`src/rtl/i2c_desc_pkg.sv`:
```
// Shared types for the descriptor-driven I2C master sequencer.
// Assumes: operation codes are decoded by an external byte-level bus engine.
package i2c_desc_pkg;

    typedef enum logic [2:0] {
        OP_START  = 3'd0,
        OP_WRITE  = 3'd1,
        OP_READ   = 3'd2,
        OP_RSTART = 3'd3,
        OP_STOP   = 3'd4
    } bus_op_e;

    typedef enum logic [1:0] {
        K_CMD1  = 2'd0,
        K_WRITE = 2'd1,
        K_READ  = 2'd2,
        K_COMBO = 2'd3
    } xfer_kind_e;

    typedef enum logic [2:0] {
        S_IDLE, S_START, S_ADDR_W, S_WRITE, S_RSTART, S_ADDR_R, S_READ, S_STOP
    } seq_state_e;

endpackage

```
`src/rtl/i2c_desc_check.sv`:
```
// Descriptor legality decoder: classifies a descriptor into one of four
// legal transfer kinds or flags it illegal. Purely combinational.
// Assumes: block and PEC bits must both be clear for any I2C transfer.
module i2c_desc_check
    import i2c_desc_pkg::*;
#(
    parameter int LEN_W = 6
) (
    input  logic             cmd_data,
    input  logic [LEN_W-1:0] wr_len,
    input  logic [LEN_W-1:0] rd_len,
    input  logic             rw,
    input  logic             blk,
    input  logic             pec,
    output logic             legal,
    output xfer_kind_e       kind
);

    logic wr_zero, rd_zero, wr_many;

    // Length predicates shared by the kind decode.
    always_comb begin
        wr_zero = (wr_len == '0);
        rd_zero = (rd_len == '0);
        wr_many = !wr_zero && (wr_len != LEN_W'(1));
    end

    // Match the four legal shapes; anything else is refused.
    always_comb begin
        legal = 1'b0;
        kind  = K_CMD1;
        if (!blk && !pec) begin
            if (cmd_data && wr_zero && rd_zero && !rw) begin
                legal = 1'b1; kind = K_CMD1;
            end else if (!cmd_data && wr_many && rd_zero && !rw) begin
                legal = 1'b1; kind = K_WRITE;
            end else if (!cmd_data && wr_zero && !rd_zero && rw) begin
                legal = 1'b1; kind = K_READ;
            end else if (!cmd_data && !wr_zero && !rd_zero && rw) begin
                legal = 1'b1; kind = K_COMBO;
            end
        end
    end

endmodule

```
`src/rtl/i2c_buf_port.sv`:
```
// Buffer port: forms the shared buffer address from the descriptor pointer
// and the current byte index, and raises the write strobe for received bytes.
// Assumes: buffer read is combinational; addresses wrap modulo 2**PTR_W.
module i2c_buf_port #(
    parameter int PTR_W = 6,
    parameter int LEN_W = 6
) (
    input  logic [PTR_W-1:0] ptr,
    input  logic [LEN_W-1:0] idx,
    input  logic             capture,
    input  logic [7:0]       rx_byte,
    output logic [PTR_W-1:0] addr,
    output logic             we,
    output logic [7:0]       wdata
);

    // One pointer serves both directions, so reads land on the sent bytes.
    always_comb begin
        addr  = ptr + PTR_W'(idx);
        we    = capture;
        wdata = rx_byte;
    end

endmodule

```
`src/rtl/i2c_desc_seq.sv`:
```
// Descriptor-driven I2C master sequencer (top). Accepts a descriptor when
// idle, checks it, then walks start / address / data / repeated start /
// stop operations, one per engine completion strobe.
// Assumes: the bus engine holds bus_done for exactly one cycle per request
// and presents bus_nack / bus_rdata alongside it.
module i2c_desc_seq
    import i2c_desc_pkg::*;
#(
    parameter int LEN_W = 6,
    parameter int PTR_W = 6
) (
    input  logic             clk,
    input  logic             rst_n,
    input  logic             desc_valid,
    input  logic [6:0]       desc_addr,
    input  logic             desc_cmd_data,
    input  logic [7:0]       desc_cmd,
    input  logic [LEN_W-1:0] desc_wr_len,
    input  logic [LEN_W-1:0] desc_rd_len,
    input  logic             desc_rw,
    input  logic             desc_blk,
    input  logic             desc_pec,
    input  logic [PTR_W-1:0] desc_ptr,
    output logic             busy,
    output logic             done,
    output logic             err_desc,
    output logic             err_nack,
    output logic             bus_req,
    output logic [2:0]       bus_op,
    output logic [7:0]       bus_wdata,
    output logic             bus_rd_nack,
    input  logic             bus_done,
    input  logic             bus_nack,
    input  logic [7:0]       bus_rdata,
    output logic [PTR_W-1:0] buf_addr,
    input  logic [7:0]       buf_rdata,
    output logic             buf_we,
    output logic [7:0]       buf_wdata
);

    seq_state_e       state;
    xfer_kind_e       kind_d, kind_q;
    logic             legal;
    logic [6:0]       addr_q;
    logic [7:0]       cmd_q;
    logic             cmd_data_q;
    logic [LEN_W-1:0] wr_len_q, rd_len_q, idx_q;
    logic [PTR_W-1:0] ptr_q;
    logic             last_wr, last_rd;

    i2c_desc_check #(.LEN_W(LEN_W)) u_check (
        .cmd_data (desc_cmd_data),
        .wr_len   (desc_wr_len),
        .rd_len   (desc_rd_len),
        .rw       (desc_rw),
        .blk      (desc_blk),
        .pec      (desc_pec),
        .legal    (legal),
        .kind     (kind_d)
    );

    i2c_buf_port #(.PTR_W(PTR_W), .LEN_W(LEN_W)) u_buf (
        .ptr     (ptr_q),
        .idx     (idx_q),
        .capture (state == S_READ && bus_done),
        .rx_byte (bus_rdata),
        .addr    (buf_addr),
        .we      (buf_we),
        .wdata   (buf_wdata)
    );

    // Last-byte detection for the write and read phases.
    always_comb begin
        last_wr = cmd_data_q || (idx_q == wr_len_q - LEN_W'(1));
        last_rd = (idx_q == rd_len_q - LEN_W'(1));
    end

    // Sequencer state, latched descriptor and status flags.
    always_ff @(posedge clk) begin
        if (!rst_n) begin
            state      <= S_IDLE;
            kind_q     <= K_CMD1;
            busy       <= 1'b0;
            done       <= 1'b0;
            err_desc   <= 1'b0;
            err_nack   <= 1'b0;
            addr_q     <= '0;
            cmd_q      <= '0;
            cmd_data_q <= 1'b0;
            wr_len_q   <= '0;
            rd_len_q   <= '0;
            ptr_q      <= '0;
            idx_q      <= '0;
        end else begin
            done <= 1'b0;
            case (state)
                S_IDLE: if (desc_valid) begin
                    err_nack <= 1'b0;
                    if (legal) begin
                        kind_q     <= kind_d;
                        addr_q     <= desc_addr;
                        cmd_q      <= desc_cmd;
                        cmd_data_q <= desc_cmd_data;
                        wr_len_q   <= desc_wr_len;
                        rd_len_q   <= desc_rd_len;
                        ptr_q      <= desc_ptr;
                        err_desc   <= 1'b0;
                        busy       <= 1'b1;
                        state      <= S_START;
                    end else begin
                        err_desc <= 1'b1;
                        done     <= 1'b1;
                    end
                end
                S_START: if (bus_done)
                    state <= (kind_q == K_READ) ? S_ADDR_R : S_ADDR_W;
                S_ADDR_W, S_ADDR_R: if (bus_done) begin
                    idx_q <= '0;
                    if (bus_nack) begin
                        err_nack <= 1'b1;
                        state    <= S_STOP;
                    end else begin
                        state <= (state == S_ADDR_W) ? S_WRITE : S_READ;
                    end
                end
                S_WRITE: if (bus_done) begin
                    if (bus_nack) begin
                        err_nack <= 1'b1;
                        state    <= S_STOP;
                    end else if (last_wr) begin
                        state <= (kind_q == K_COMBO) ? S_RSTART : S_STOP;
                    end else begin
                        idx_q <= idx_q + LEN_W'(1);
                    end
                end
                S_RSTART: if (bus_done) state <= S_ADDR_R;
                S_READ: if (bus_done) begin
                    if (last_rd) state <= S_STOP;
                    else         idx_q <= idx_q + LEN_W'(1);
                end
                S_STOP: if (bus_done) begin
                    busy  <= 1'b0;
                    done  <= 1'b1;
                    state <= S_IDLE;
                end
                default: state <= S_IDLE;
            endcase
        end
    end

    // Operation code and outgoing byte for the current state.
    always_comb begin
        bus_req     = (state != S_IDLE);
        bus_op      = OP_START;
        bus_wdata   = 8'h00;
        bus_rd_nack = 1'b0;
        case (state)
            S_ADDR_W: begin bus_op = OP_WRITE; bus_wdata = {addr_q, 1'b0}; end
            S_ADDR_R: begin bus_op = OP_WRITE; bus_wdata = {addr_q, 1'b1}; end
            S_WRITE:  begin
                bus_op    = OP_WRITE;
                bus_wdata = cmd_data_q ? cmd_q : buf_rdata;
            end
            S_RSTART: bus_op = OP_RSTART;
            S_READ:   begin bus_op = OP_READ; bus_rd_nack = last_rd; end
            S_STOP:   bus_op = OP_STOP;
            default:  bus_op = OP_START;
        endcase
    end

    // an illegal descriptor ends at once without touching the bus.
    p_illegal_quiet_r6: assert property (@(posedge clk) disable iff (!rst_n)
        (state == S_IDLE && desc_valid && !legal) |=> (done && err_desc && !bus_req && !busy));

    // a NACK on any written byte is followed by stop.
    p_nack_stops_r7: assert property (@(posedge clk) disable iff (!rst_n)
        (bus_req && bus_done && bus_nack && bus_op == OP_WRITE) |=> (bus_op == OP_STOP && err_nack));

    // every transfer opens with a start; done never overlaps activity.
    p_start_first_r8: assert property (@(posedge clk) disable iff (!rst_n)
        $rose(busy) |-> (bus_req && bus_op == OP_START));
    p_done_idle_r8: assert property (@(posedge clk) disable iff (!rst_n)
        done |-> (!busy && !bus_req));

    // the buffer is written only when a read byte completes.
    p_we_on_read_r3: assert property (@(posedge clk) disable iff (!rst_n)
        buf_we |-> (bus_req && bus_op == OP_READ && bus_done));

    // a NACK request appears only on a read operation.
    p_rd_nack_read_r5: assert property (@(posedge clk) disable iff (!rst_n)
        bus_rd_nack |-> (bus_op == OP_READ));

endmodule

```
`config.mk`:
```
export PLATFORM = sky130hd
export DESIGN_NAME = i2c_desc_seq
export DESIGN_NICKNAME = d
export VERILOG_FILES = /design/src/rtl/i2c_desc_pkg.sv /design/src/rtl/i2c_desc_check.sv /design/src/rtl/i2c_buf_port.sv /design/src/rtl/i2c_desc_seq.sv
export SDC_FILE = /design/constraint.sdc
export NUM_CORES = 1
export LEC_CHECK = 0
export ABC_AREA = 0
export CAP_MARGIN = 20
export CELL_PAD_IN_SITES_DETAIL_PLACEMENT = 2
export CELL_PAD_IN_SITES_GLOBAL_PLACEMENT = 2
export CORE_UTILIZATION = 30
export DETAILED_ROUTE_END_ITERATION = 10
export GPL_ROUTABILITY_DRIVEN = 0
export GPL_TIMING_DRIVEN = 0
export HOLD_SLACK_MARGIN = 0.06
export PLACE_DENSITY_LB_ADDON = 0.1
export SETUP_SLACK_MARGIN = 0.05
export SLEW_MARGIN = 20
export SYNTH_ARGS = -nofsm -noshare
export SYNTH_HDL_FRONTEND = slang
export SYNTH_SLANG_ARGS = --single-unit
```
`constraint.sdc`:
```
create_clock -name clk -period 3.7 [get_ports clk]
set_input_delay 1.11 -clock clk [delete_from_list [all_inputs] [get_ports clk]]
set_output_delay 1.11 -clock clk [all_outputs]
set_load 0.01 [all_outputs]
```
# Word level (Yosys, flattened, before mapping)
# Cells that the tools add are included.
# classes
n_addsub	4
n_eq_ne	27
mux	49
reduce_logical	37
# ops
cell	count
3-bit 2-to-1 mux	14
6-bit 2-to-1 mux	6
2-bit inequality test, second input constant	12
8-bit case mux with 3 select lines	1
3-bit case mux with 7 select lines	1
6-bit case mux with 3 select lines	1
1-bit logical AND	15
1-bit 2-to-1 mux	15
3-bit == test, second input constant	4
6-bit == test	2
6-bit logical NOT	2
2-bit 2-to-1 mux	6
3-bit case mux with 4 select lines	1
6-bit by 1-bit subtractor with 6-bit output, second input constant	2
10-bit AND reduction	1
8-bit 2-to-1 mux	1
4-bit AND reduction	2
7-bit AND reduction	1
6-bit by 1-bit adder with 6-bit output, second input constant	1
6-bit adder	1
3-bit by 2-bit == test with 1-bit output, second input constant	2
1-bit logical NOT	6
6-bit by 1-bit inequality test with 1-bit output, second input constant	1
1-bit case mux with 2 select lines	3
other kinds (12)	16
# totals
register_bits	49
in_bits	58
output_inout_bits	32
wordCells	130

# Longest topological paths before layout
# Gate-level depths: netlist of the first run.
# logic_depth
word_depth	13
depth_mapped	9
mapped_depth_nobuf	8

# Modules after synthesis
# From an unflattened synthesis of the first run, not the netlist that was laid out.
# hier_totals
cells_unflattened	383
area_unflattened_um2	3024.2
# by_module_without_submodules
module	instances	cells_each	area_each_um2	seq_area_each_um2
i2c_desc_seq	1	339	2668.8	980.9
i2c_buf_port	1	28	254.0	0.0
i2c_desc_check	1	16	101.3	0.0

# Least setup slack after synthesis of the first run
# OpenSTA, ideal clock, no wires.
# synth_timing
path_type	input to register
startpoint	input desc_rd_len[5]
endpoint	register kind_q[1]
setup_time_ns	0.119
t_arrival_ns	2.716
required_time_ns	3.581
setup_slack_ns	0.865
path_stages	8
path_buffers	3
cell_sequence	nor4_1 -> a21oi_1 -> nand3b_1 -> and3_1 -> buf_2 -> buf_4 -> buf_4 -> o221a_2
# synth_between
elab_chain_len	10
elab_cells_between_ends	21
cone_classes	10 x mux; 11 x reduce/logical
# synth_lines
element	line	source
start, declared	i2c_desc_seq.sv:19	input logic [LEN_W-1:0] desc_rd_len,
6-bit logical NOT (*)	i2c_desc_check.sv:24	rd_zero = (rd_len == '0);
1-bit logical NOT	i2c_desc_check.sv:37, i2c_desc_check.sv:39	
1-bit logical AND (2 in series)	i2c_desc_check.sv:39	end else if (!cmd_data && !wr_zero && !rd_zero && rw) begin
1-bit 2-to-1 mux	i2c_desc_check.sv:39	
1-bit 2-to-1 mux	i2c_desc_check.sv:37	end else if (!cmd_data && wr_zero && !rd_zero && rw) begin
1-bit 2-to-1 mux	i2c_desc_check.sv:35	end else if (!cmd_data && wr_many && rd_zero && !rw) begin
1-bit 2-to-1 mux	i2c_desc_check.sv:33	if (cmd_data && wr_zero && rd_zero && !rw) begin
1-bit 2-to-1 mux	i2c_desc_check.sv:32	if (!blk && !pec) begin
3-bit AND reduction (no line)	n/a	
end signal, assigned	i2c_desc_seq.sv:100	kind_q <= kind_d;
end, declared	i2c_desc_seq.sv:42	xfer_kind_e kind_d, kind_q;
# Mark *: on every way between the ends. The rest lies on a longest branch, timed or not.
# A chain may end at the register's enable or synchronous reset.

# Worst setup path after layout of the first run
# layout_timing
startpoint	register idx_q[2]
endpoint	output bus_rd_nack
# layout_between
elab_chain_len	2
# layout_lines
element	line	source
start, declared	i2c_desc_seq.sv:47	logic [LEN_W-1:0] wr_len_q, rd_len_q, idx_q;
start signal, assigned	i2c_desc_seq.sv:133	idx_q <= idx_q + LEN_W'(1);
start signal, assigned	i2c_desc_seq.sv:139	else idx_q <= idx_q + LEN_W'(1);
6-bit == test	i2c_desc_seq.sv:75	last_rd = (idx_q == rd_len_q - LEN_W'(1));
1-bit 2-to-1 mux	i2c_desc_seq.sv:157	case (state)
end, declared	i2c_desc_seq.sv:31	output logic bus_rd_nack,
# Every way passes these cells.

==> out/metrics.csv, run 1 <==
stage,metric,value,unit
drt,routed.top_layer,met4,
yosys,yosys_warnings,0,
drt,dr_wl_met2,5195,µm
yosys,ys.flop_type,dfxtp_1,
drt,dr_total_vias,2899,
sta,fin_ws,-8.291,ps
sta,setup_viol,1,
drt,wl,10010,µm
cts,cts.clk_slew.worst_paths,100,ps
power_and_ir_drop,swShare,0.2693,
critical_path,reg2reg_depth,9,
yosys,avgSynthCellArea,8.653,µm²
power_and_ir_drop,p_clk_frac,0.314,
sta,rsz0062_at_grt,yes,
sta,tightest_slew,847.8,ps
sta,fmax,269.7,MHz
yosys,ys_async_sr_fraction,0,
drt,first_iter_violations,40,
critical_path,arrival,2600,ps
sta,drv_slew,0,
drt,drc,0,
sta,clock_skew,8.180,ps
yosys,yosysSeqAreaShare,0.3175,
drt,ant_nets,0,
critical_path,rr_endpoint,wr_len_q[0],
layout,nets,511,
job,cap_violations,0,
global_route,grt.total_usage,0.1942,
power_and_ir_drop,power_density,253.6,nW/µm²
drt,wl_met1,4327,µm
yosys,synthDistinctLibCells,57,
hold_path,hold-path-endpoint,addr_q[3],
placement,pre_cts_slack,-151.1,ps
sta,finalCritPeriodShare,1.002,
die,core-area,9864,µm²
die,dieArea,10710,µm²
cts,htree_levels,2,
die,die_w,103.5,µm
global_route,grt_max_degree,16,
global_route,grt_pass1_wl,15440,µm
hold_path,min_path_cells,2,
critical_path,reg2reg_from,state[1],
critical_path,critical_path_class,register to output pin,
hold_path,hp-class,register to register,
critical_path,crit_fanout,9,
cts,cts_buffers,5,
placement,port_buffers,80,
sta,hold_violations,0,
yosys,synth_nets,424,
cts,clock_path_buffers,2,
yosys,synthCells,357,
global_route,grt_pass1_vias,3030,
layout,area_growth,36.05,%
critical_path,cp.required,2590,ps
sta,maxSlewHeadroom,0.4348,
power_and_ir_drop,p_switching,287.0,µW
yosys,syn-cell-area,3089,µm²
cts,root_buffer,clkbuf_8,
power_and_ir_drop,combinationalPowerShare,0.178,
outcome,status,finished with violations,
layout,final_area,4203,µm²
power_and_ir_drop,p_int,778.8,µW
global_route,antenna_found_initial,0,
die,io-pin-count,90,
layout,antenna_cells,0,
cts,cts_tree,built,
power_and_ir_drop,p_leak,0.001459,µW
layout,num-fill-cells,1110,
global_route,overflow,0,
outcome,violations,setup timing,
drt,met3_length,360,µm
drt,viasPerCell,5.016,
power_and_ir_drop,irDropWorstVdd,116.0,µV
yosys,synth_seq_cells,49,
cts,clk_latency,310,ps
die,die-height,103.5,µm
critical_path,rrSetupSlack,1070,ps
drt,routedWlPerCell,17.31,µm
yosys,synth_edf_count,0,
hold_path,min-delay-start,addr_q[3],
placement,placed_area,4056,µm²
layout,final_layout_size_suffix_gt1_frac,0.08764,
drt,drtPass1Iterations,4,
placement,dp_hpwl,7666,µm
sta,min_period,3708,ps
critical_path,critPathLaunchType,register,
critical_path,endpoint_kind,output pin,
cts,cts.sinks,49,
die,start_util,0.3132,
power_and_ir_drop,p_seq_frac,0.508,
die,row_count,36,
through the flow:
stage	instances	power [µW]	hold slack [ps]	setup TNS, ps	util
after floorplan	357	637.4	482.4	0	-
after global placement	570	738.0	497.5	-50.36	0.4112
after detailed placement	570	742.4	507.4	-966.4	0.4112
after CTS	578	1078	535.0	-95.76	0.4215
after global routing	578	1115	561.7	-133.4	0.4261
final	578	1066	530.5	-8.291	0.4261
synth_stat cells (3+ instances only):
cell type,n,share of area
and3_1,4,0.0081
a31oi_1,3,0.0061
buf_4,10,0.024
clkbuf_1,14,0.017
nand2b_1,4,0.0081
buf_2,4,0.0065
ha_1,8,0.032
or3b_1,3,0.0085
o21ai_0,15,0.024
nor2_1,22,0.027
mux2i_1,43,0.14
dfxtp_1,49,0.32
nand2_1,23,0.028
nor2b_1,36,0.073
a21oi_1,11,0.018
nor3_1,5,0.0081
a21o_1,5,0.012
xor2_1,4,0.011
xnor2_1,16,0.045
inv_1,16,0.019
o22ai_1,3,0.0061
nor4_1,4,0.0081
nor3b_1,5,0.012
nand3_1,8,0.013
nand3b_1,3,0.0073
sequential cells by signal, indices dropped and copies added, names as in the netlist:
signal	flops
done	1
kind_q	2
cmd_data_q	1
cmd_q	8
rd_len_q	6
wr_len_q	6
ptr_q	6
busy	1
idx_q	6
addr_q	7
err_desc	1
state	3
err_nack	1
cell families (layout without fill, tap and decap cells):
| group | Yosys count | count (layout) | share of synthesized area |
|---|---|---|---|
| AO/OA/AOI/OAI | 57 | 57 | 0.1252 |
| XOR/XNOR | 21 | 21 | 0.06440 |
| adder cells (fa/ha/maj) | 10 | 10 | 0.04212 |
| buffers and inverters | 45 | 133 | 0.07088 |
| flip-flops | 49 | 49 | 0.3175 |
| multiplexers | 43 | 43 | 0.1393 |
| AND/OR/NAND/NOR | 132 | 132 | 0.2406 |
placed cells by master, fill, tap and decap left out, types with 3 or more instances in the layout:
cell type / synthesis / layout
xor2_1: 4 / 4
buf_4: 10 / 11
o21ai_0: 15 / 14
or3b_1: 3 / 3
ha_1: 8 / 8
a21o_1: 5 / 5
mux2i_1: 43 / 43
clkbuf_8: 0 / 5
nand2b_1: 4 / 4
nand2_1: 23 / 23
buf_2: 4 / 3
xnor2_1: 16 / 16
nor2_1: 22 / 22
inv_1: 16 / 16
nand3b_1: 3 / 3
clkbuf_1: 14 / 14
a31oi_1: 3 / 3
dfxtp_1: 49 / 45
nor2b_1: 36 / 36
clkdlybuf4s50_1: 0 / 78
dfxtp_2: 0 / 3
and3_1: 4 / 4
nor3_1: 5 / 4
a21oi_1: 11 / 10
nand3_1: 8 / 8
nor3b_1: 5 / 5
metal layers:
layer | track usage | up-vias
met2 | 0.3622 | 68
met4 | 0.04767 | 0
li1 | - | 1407
met3 | 0.02688 | 8
met1 | 0.2330 | 1416
met5 | 0 | -
worst max-delay path by stage:
| stage | startpoint | endpoint | slack [ps] | cells past startpoint |
|---|---|---|---|---|
| 2_1_floorplan | desc_rd_len[5] | kind_q[1] | 870 | 8 |
| 3_3_place_gp | buf_rdata[0] | bus_wdata[0] | -50 | 5 |
| 3_5_place_dp | desc_rd_len[5] | wr_len_q[0] | -150 | 10 |
| 4_1_cts | idx_q[2] | bus_rd_nack | -90 | 8 |
| 5_1_grt | idx_q[2] | bus_rd_nack | -130 | 8 |
| 6_report | idx_q[2] | bus_rd_nack | -8 | 8 |
cell type report:
| type | count | area [µm²] | area share |
|---|---|---|---|
| plain buffers | 28 | 161.4 | 0.03840 |
| clock inverters | 2 | 13.76 | 0.003275 |
| inverters | 16 | 60.06 | 0.01429 |
| flip-flops and latches | 49 | 988.4 | 0.2352 |
| multi-input cells | 263 | 1931 | 0.4594 |
| clock buffers | 6 | 72.57 | 0.01727 |
| repair buffers | 81 | 809.5 | 0.1926 |
| well taps | 133 | 166.4 | 0.03960 |
power by group through the flow:
stage | combinational (µW) | clock, µW | sequential, µW
5_1_grt | 206 | 366 | 543
2_1_floorplan | 82.6 | 0 | 555
3_3_place_gp | 184 | 0 | 554
6_report | 190 | 334 | 542
4_1_cts | 190 | 345 | 543
3_5_place_dp | 187 | 0 | 555
critical path: stages, from the launching register on:
cell	delay (ps)
dfxtp_1	370
buf_6	150
xor3_1	430
nor3_2	170
o2111ai_2	210
or2_1	260
buf_6	130
inv_1	40
clkdlybuf4s50_1	520
what timing repair did:
action                                  CTS  global route
setup buffers                             0             1
hold buffers                              0             0
pin swaps                                 1             1
gates resized for setup                   6            11
cloned                                    0             0
endpoints found under the setup margin   11            10
(Power assumes the default switching activity.)
==> inputs of run 2 (changes only) <==
--- a/config.mk
+++ b/config.mk
@@ -10,6 +10,7 @@
 export CELL_PAD_IN_SITES_DETAIL_PLACEMENT = 2
 export CELL_PAD_IN_SITES_GLOBAL_PLACEMENT = 2
 export CORE_UTILIZATION = 30
+export CTS_CLUSTER_SIZE = 30
 export DETAILED_ROUTE_END_ITERATION = 10
 export GPL_ROUTABILITY_DRIVEN = 0
 export GPL_TIMING_DRIVEN = 0
==> results of run 2 <==
Final layout, timing and power as in run 1 (identical DEF).
